## src/rtl/qnc_pkg.sv

```systemverilog
// Shared types for the quantization noise canceller.
// Assumes: consumers size all data paths through their own parameters.
package qnc_pkg;

    // Three-way sign class of the phase prediction, used by the correlator.
    typedef enum logic [1:0] {
        SGN_ZERO = 2'd0,
        SGN_POS  = 2'd1,
        SGN_NEG  = 2'd2
    } sgn_e;

endpackage

```

## src/rtl/qnc_predictor.sv

```systemverilog
// Phase prediction accumulator.
// Sums the sigma-delta quantization error once per valid sample. It offers
// the updated sum (previous sum plus the current error) combinationally,
// together with its sign class. It wraps in two's complement at P_W bits.
// Assumes: P_W >= Q_W.
module qnc_predictor
    import qnc_pkg::*;
#(
    parameter int Q_W = 8,
    parameter int P_W = 12
) (
    input  logic                clk,
    input  logic                rst_n,
    input  logic                sample_valid,
    input  logic [Q_W-1:0]      quant_err,
    output logic signed [P_W-1:0] pred_now,
    output sgn_e                pred_sgn
);

    logic signed [P_W-1:0] sum_q;
    logic signed [P_W-1:0] q_ext;

    // Sign-extend the error to the prediction width.
    assign q_ext    = P_W'($signed(quant_err));
    // Updated prediction for this sample, wrapping on overflow.
    assign pred_now = sum_q + q_ext;

    // Classify the updated prediction for the sign-data correlator.
    always_comb begin
        if (pred_now == '0)
            pred_sgn = SGN_ZERO;
        else if (pred_now[P_W-1])
            pred_sgn = SGN_NEG;
        else
            pred_sgn = SGN_POS;
    end

    // Keep the running sum; advance only on valid samples.
    always_ff @(posedge clk) begin
        if (!rst_n)
            sum_q <= '0;
        else if (sample_valid)
            sum_q <= pred_now;
    end

endmodule

```

## src/rtl/qnc_scaler.sv

```systemverilog
// Scale, round and subtract stage.
// Multiplies the learned gain by the prediction and rounds half up at
// G_FRAC fraction bits. The product is subtracted from the TDC sample.
// The residual is offered combinationally to the gain loop, and the selected
// output is registered.
// Assumes: G_FRAC >= 1 and the rounded product fits E_W bits (it wraps).
module qnc_scaler #(
    parameter int E_W    = 16,
    parameter int P_W    = 12,
    parameter int G_W    = 16,
    parameter int G_FRAC = 12
) (
    input  logic                  clk,
    input  logic                  rst_n,
    input  logic                  sample_valid,
    input  logic                  cancel_en,
    input  logic signed [E_W-1:0] tdc_err,
    input  logic signed [P_W-1:0] pred,
    input  logic signed [G_W-1:0] scale,
    output logic signed [E_W-1:0] residual,
    output logic signed [E_W-1:0] err_out,
    output logic                  err_valid
);

    localparam int PROD_W = G_W + P_W;
    localparam logic signed [PROD_W:0] HALF = (PROD_W+1)'(1) <<< (G_FRAC - 1);

    logic signed [PROD_W-1:0] prod;
    logic signed [PROD_W:0]   prod_x;
    logic signed [PROD_W:0]   rounded;
    logic signed [PROD_W:0]   shifted;
    logic signed [E_W-1:0]    corr;
    logic signed [E_W-1:0]    sel;

    // Full-precision product of gain and prediction.
    assign prod     = scale * pred;
    // Widen by one bit so the rounding offset cannot overflow.
    assign prod_x   = (PROD_W+1)'(prod);
    // Round half up, then drop the fraction bits.
    assign rounded  = prod_x + HALF;
    assign shifted  = rounded >>> G_FRAC;
    assign corr     = E_W'(shifted);
    // Residual after cancellation, wrapping at E_W bits.
    assign residual = tdc_err - corr;
    // Choose cancelled or raw sample.
    assign sel      = cancel_en ? residual : tdc_err;

    // Register the output sample and its valid flag.
    always_ff @(posedge clk) begin
        if (!rst_n) begin
            err_out   <= '0;
            err_valid <= 1'b0;
        end else begin
            err_valid <= sample_valid;
            if (sample_valid)
                err_out <= sel;
        end
    end

endmodule

```

## src/rtl/qnc_gain_loop.sv

```systemverilog
// Gain learning loop.
// A sign-data correlator multiplies the residual by the sign of the
// prediction and shifts it right by mu_shift. A saturating integrator sums
// these terms, and a one-pole low-pass filter (pole set by LPF_SH) turns the
// integrator into the gain. The filter reads the integrator value from
// before the current update. Both registers hold while update is low.
// Assumes: G_W >= 2, E_W >= 2.
module qnc_gain_loop
    import qnc_pkg::*;
#(
    parameter int E_W    = 16,
    parameter int G_W    = 16,
    parameter int MU_W   = 4,
    parameter int LPF_SH = 2
) (
    input  logic                  clk,
    input  logic                  rst_n,
    input  logic                  update,
    input  logic signed [E_W-1:0] residual,
    input  sgn_e                  pred_sgn,
    input  logic [MU_W-1:0]       mu_shift,
    output logic signed [G_W-1:0] scale_q,
    output logic signed [G_W-1:0] integ_q
);

    localparam int CW = E_W + 1;
    localparam int SW = ((G_W > CW) ? G_W : CW) + 1;
    localparam logic signed [SW-1:0] SMAX = SW'({1'b0, {(G_W-1){1'b1}}});
    localparam logic signed [SW-1:0] SMIN = ~SMAX;

    logic signed [CW-1:0]  r_x;
    logic signed [CW-1:0]  corr_v;
    logic signed [CW-1:0]  step_v;
    logic signed [SW-1:0]  sum_v;
    logic signed [G_W-1:0] integ_next;
    logic signed [G_W:0]   diff_v;
    logic signed [G_W:0]   lpf_v;
    logic signed [G_W-1:0] scale_next;

    // Widen the residual so that negating the most negative value is safe.
    assign r_x = CW'(residual);

    // Sign-data correlation of residual with prediction.
    always_comb begin
        unique case (pred_sgn)
            SGN_POS: corr_v = r_x;
            SGN_NEG: corr_v = -r_x;
            default: corr_v = '0;
        endcase
    end

    // Scale the correlation term by the step size.
    assign step_v = corr_v >>> mu_shift;
    assign sum_v  = SW'(integ_q) + SW'(step_v);

    // Clamp the integrator sum to the gain range.
    always_comb begin
        if (sum_v > SMAX)
            integ_next = G_W'(SMAX);
        else if (sum_v < SMIN)
            integ_next = G_W'(SMIN);
        else
            integ_next = G_W'(sum_v);
    end

    // One-pole smoothing of the integrator into the gain.
    assign diff_v     = (G_W+1)'(integ_q) - (G_W+1)'(scale_q);
    assign lpf_v      = diff_v >>> LPF_SH;
    assign scale_next = scale_q + G_W'(lpf_v);

    // Update integrator and gain only during cancellation.
    always_ff @(posedge clk) begin
        if (!rst_n) begin
            integ_q <= '0;
            scale_q <= '0;
        end else if (update) begin
            integ_q <= integ_next;
            scale_q <= scale_next;
        end
    end

endmodule

```

## src/rtl/qn_canceller.sv

```systemverilog
// Quantization noise canceller top.
// Chains the prediction accumulator, the scale-and-subtract stage and the
// gain learning loop. Cancellation and learning are gated by cancel_en,
// which is raised by the lock controller in the steady-state phase.
// Assumes: one sample per sample_valid pulse; all data are two's complement.
module qn_canceller
    import qnc_pkg::*;
#(
    parameter int E_W    = 16,
    parameter int Q_W    = 8,
    parameter int P_W    = 12,
    parameter int G_W    = 16,
    parameter int G_FRAC = 12,
    parameter int MU_W   = 4,
    parameter int LPF_SH = 2
) (
    input  logic                  clk,
    input  logic                  rst_n,
    input  logic                  sample_valid,
    input  logic                  cancel_en,
    input  logic [MU_W-1:0]       mu_shift,
    input  logic signed [E_W-1:0] tdc_err,
    input  logic signed [Q_W-1:0] quant_err,
    output logic signed [E_W-1:0] err_out,
    output logic                  err_valid,
    output logic signed [G_W-1:0] scale_q
);

    logic signed [P_W-1:0] pred_w;
    sgn_e                  sgn_w;
    logic signed [E_W-1:0] resid_w;
    logic signed [G_W-1:0] integ_w;
    logic                  update_w;

    // Learning happens only on valid samples during lock.
    assign update_w = sample_valid & cancel_en;

    qnc_predictor #(
        .Q_W(Q_W),
        .P_W(P_W)
    ) u_pred (
        .clk         (clk),
        .rst_n       (rst_n),
        .sample_valid(sample_valid),
        .quant_err   (quant_err),
        .pred_now    (pred_w),
        .pred_sgn    (sgn_w)
    );

    qnc_scaler #(
        .E_W   (E_W),
        .P_W   (P_W),
        .G_W   (G_W),
        .G_FRAC(G_FRAC)
    ) u_scale (
        .clk         (clk),
        .rst_n       (rst_n),
        .sample_valid(sample_valid),
        .cancel_en   (cancel_en),
        .tdc_err     (tdc_err),
        .pred        (pred_w),
        .scale       (scale_q),
        .residual    (resid_w),
        .err_out     (err_out),
        .err_valid   (err_valid)
    );

    qnc_gain_loop #(
        .E_W   (E_W),
        .G_W   (G_W),
        .MU_W  (MU_W),
        .LPF_SH(LPF_SH)
    ) u_gain (
        .clk     (clk),
        .rst_n   (rst_n),
        .update  (update_w),
        .residual(resid_w),
        .pred_sgn(sgn_w),
        .mu_shift(mu_shift),
        .scale_q (scale_q),
        .integ_q (integ_w)
    );

endmodule

```

## config.mk

```make
export PLATFORM = sky130hd
export DESIGN_NAME = qn_canceller
export DESIGN_NICKNAME = d
export VERILOG_FILES = /design/src/rtl/qnc_pkg.sv /design/src/rtl/qnc_predictor.sv /design/src/rtl/qnc_scaler.sv /design/src/rtl/qnc_gain_loop.sv /design/src/rtl/qn_canceller.sv
export SDC_FILE = /design/constraint.sdc
export NUM_CORES = 1
export LEC_CHECK = 0
export ABC_AREA = 1
export BUFFER_PORTS_ARGS = -buffer_cell sky130_fd_sc_hd__buf_2
export CORE_ASPECT_RATIO = 0.9
export CORE_MARGIN = 2
export CORE_UTILIZATION = 65
export DETAILED_ROUTE_END_ITERATION = 12
export GPL_TIMING_DRIVEN = 0
export PLACE_DENSITY = 0.89
export SYNTH_ARGS = -nofsm -noshare
export SYNTH_HDL_FRONTEND = slang
export SYNTH_SLANG_ARGS = --single-unit
```

## constraint.sdc

```tcl
create_clock -name clk -period 16.3 [get_ports clk]
set_input_delay 1.63 -clock clk [delete_from_list [all_inputs] [get_ports clk]]
set_output_delay 1.63 -clock clk [all_outputs]
set_load 0.1 [all_outputs]
```

==> summary.md <==
| Metric | Value |
|---|---|
| Ys async rst share | 0% |
| Final GP Congestion | 0.978 |
| Initial antenna violation count | 0 |
| Final setup violating endpoints | 0 |
| Hold_buf cts | 0 |
| Synth Cell Area | 13,900 um2 |
| Crit Path Category | in2reg |
| Total clock buffers created by CTS | 9 |
| WL/cell | about 18 um |
| RSZ-0062 raised after global routing | false |
| Routed via count | 13.8k |
| Unique masters post-synth | 45 |
| H-Tree Depth | 3 |
| Synthesis-stage register bit count | 61 |
| Critical path startpoint category | primary input |
| Cell mode on critical path | nand2_1 |
| Drt pass-1 iters | 6 |
| Core Box Area | 20,900 um2 |
| Worst Tran Pin Value | about 0.72 ns |
| Drc violations | 0 |
| Fmax | 67.6 MHz |
| Die extent in x | 158 um |
| Max-slew violations | 0 |
| Buffer and inverter count on the worst path | 15 |
| Cts repair resizes | 0 |
| Place WS | 1.77 ns |
| Post-synth top flop | dfxtp_1 |
| DP Area | roughly 15,000 um2 |
| Fillcell total | 1,732 |
| Final instance area | 14,900 um2 |
| Syn_area_per_cell | 7.04 um2 |
| Skew final | approximately 0.0071 ns |
| Clk slew on worst S/H paths | 0.06 ns |
| Gr ovfl total | 0 |
| Detail Placement HPWL | 33,300 um |
| Largest net degree at the start of global routing | 11 |
| Rel. slew slack | between 50% and 60% |
| Tot GR Track Use | about two fifths |
| Final Net Count | 2,403 |
| Layout cells sized above 1 | 7.04% |
| Full die area | 22,500 um2 |
| Vias in the first global route | 13.6k |
| First-pass GRT wire length | 66,900 um |
| Cell count after synthesis | around 2k |
| Hold Vio Cnt, Final | 0 |
| Worst Setup Slack, final | 1.52 ns |
| Port Buf Inserts | 61 |
| Synth warn | 0 |
| Critical Path AT | 15.06 ns |
| Final min period | 14.78 ns |
| CTS Root Cell | clkbuf_16 |
| Max_cap viols | 0 |
| Final period util | 90.7% |
| Hold Path Class | reg2reg |
| Register Area | roughly 1200 um2 |
| CP max-delay cell | clkinv_1 |
| Commonest non-fill, non-tap cell in the layout | nand2_1 |
| Die Ht | 143 um |
| Worst Path Max Fanout | 10 |
| WP data required | roughly 17 ns |
| CTS tree | done |
| Num ports | 65 |
| Routed wire length | 40,800 um |
| Max incr delay on CP | around 0.56 ns |
| Endpoint type of the worst setup path | register |
| Drt initial violations | 1,349 |
| Area of the multi-input gates | 11,000 um2 |
| Commonest cells after routing, fill and taps aside | 435 x nand2_1, 363 x inv_1, 180 x fa_1, 158 x nand3_1, 150 x ha_1 |
| Worst skew pair latency | 0.35 ns |
| Vias/cell | roughly 5.9 |
| Antenna-violating nets left | 0 |
| Hold WS | 0.466 ns |
| Post-CTS Setup Repair Bufs | 0 |
| Cell family with most CP delay | adder cells |
| Initial Util | between 60 and 70% |
| Synth Net Count | 2,331 |
| Status | complete, no violations |
| Area growth syn-to-layout | 7.14% |
| Fin Setup TNS | 0 ns |
| Post-synth EDFFs | 0 |
| Max Root-Sink Buffers | 2 |
| Clock sink total | 61 |
| # rows | 50 |
| Register area share after synthesis | about 8.8% |
| N_diodes | 0 |
-- flip-flops by register name, summed over array words and instances, names as in the netlist --
| name | cells |
|---|---|
| u_gain.scale_q | 16 |
| u_scale.err_out | 16 |
| u_scale.err_valid | 1 |
| u_gain.integ_q | 16 |
| u_pred.sum_q | 12 |
-- final timing paths --
path / depth (start not counted) / startpoint / slack (ns) / endpoint
setup / recovery: 74 / quant_err[0] / 1.52 / u_gain.integ_q[13]
hold / removal: 2 / u_scale.err_out[14] / 0.47 / u_scale.err_out[14]
setup reg to reg: 73 / u_pred.sum_q[0] / 2.53 / u_gain.integ_q[13]
hold reg to reg: 2 / u_scale.err_out[14] / 0.47 / u_scale.err_out[14]
-- kinds of logic after synthesis --
| family | count (synthesis) | share of synthesized area, % |
|---|---|---|
| XOR/XNOR | 55 | 3.58 |
| adder cells (fa/ha/maj) | 330 | 39.5 |
| AND/OR/NAND/NOR | 805 | 25.0 |
| buffers and inverters | 436 | 11.9 |
| flip-flops | 61 | 8.81 |
| AO/OA/AOI/OAI | 282 | 11.2 |
-- per-stage QoR --
stage | std cells | util (%)
finish | 2332 | 71.1
global route | 2332 | 71.1
CTS | 2332 | 71.1
detailed placement | 2316 | 69.5
global placement | 2316 | 69.5
floorplan | 1969 | -
-- synth_stat cells (6+ instances only) --
library cell,n,share of area (%)
dfxtp_1,61,8.8
nor3_1,18,0.65
or2_2,10,0.45
nor2_1,119,3.2
o21ai_1,8,0.29
a31oi_1,8,0.36
o211ai_1,15,0.81
a21oi_2,6,0.38
clkbuf_1,45,1.2
xor2_1,25,1.6
o21bai_1,8,0.43
nor2_2,7,0.32
or2_1,8,0.36
o21ai_0,85,3.1
buf_2,8,0.29
nand3_1,158,5.7
nand3b_1,10,0.54
ha_1,150,14
xnor2_1,28,1.8
nand2_2,15,0.68
fa_1,180,26
a21oi_1,138,5.0
inv_1,363,9.8
nand4_1,19,0.86
nand2_1,435,12
inv_2,9,0.24
-- final cells by class --
type,count,area share (%)
plain buffers,59,1.61
clock buffers,12,1.73
inverters,377,9.54
flip-flops and latches,61,8.22
multi-input cells,1472,74.0
well taps,286,2.41
repair buffers,61,2.05
clock inverters,4,0.472
-- tightest hold or removal path: cells and delay by family (launching register included) --
kind / cells / cell delay (ns)
compound gates: 1 / 0.06
simple gates: 1 / 0.06
flops: 1 / 0.31
-- metal layers --
layer	GRT usage, %	vias to the layer above	part of all wire [%]	wire [um]
met1	50.1	6470	39	16100
met2	59.3	795	45	18400
li1	-	6350	-	-
met4	18.7	0	4.9	1980
met3	8.65	175	11	4400
met5	0	-	0	0
Power is not shown: default switching activity piles up to over one toggle a cycle in this logic, so the estimate is an artifact.
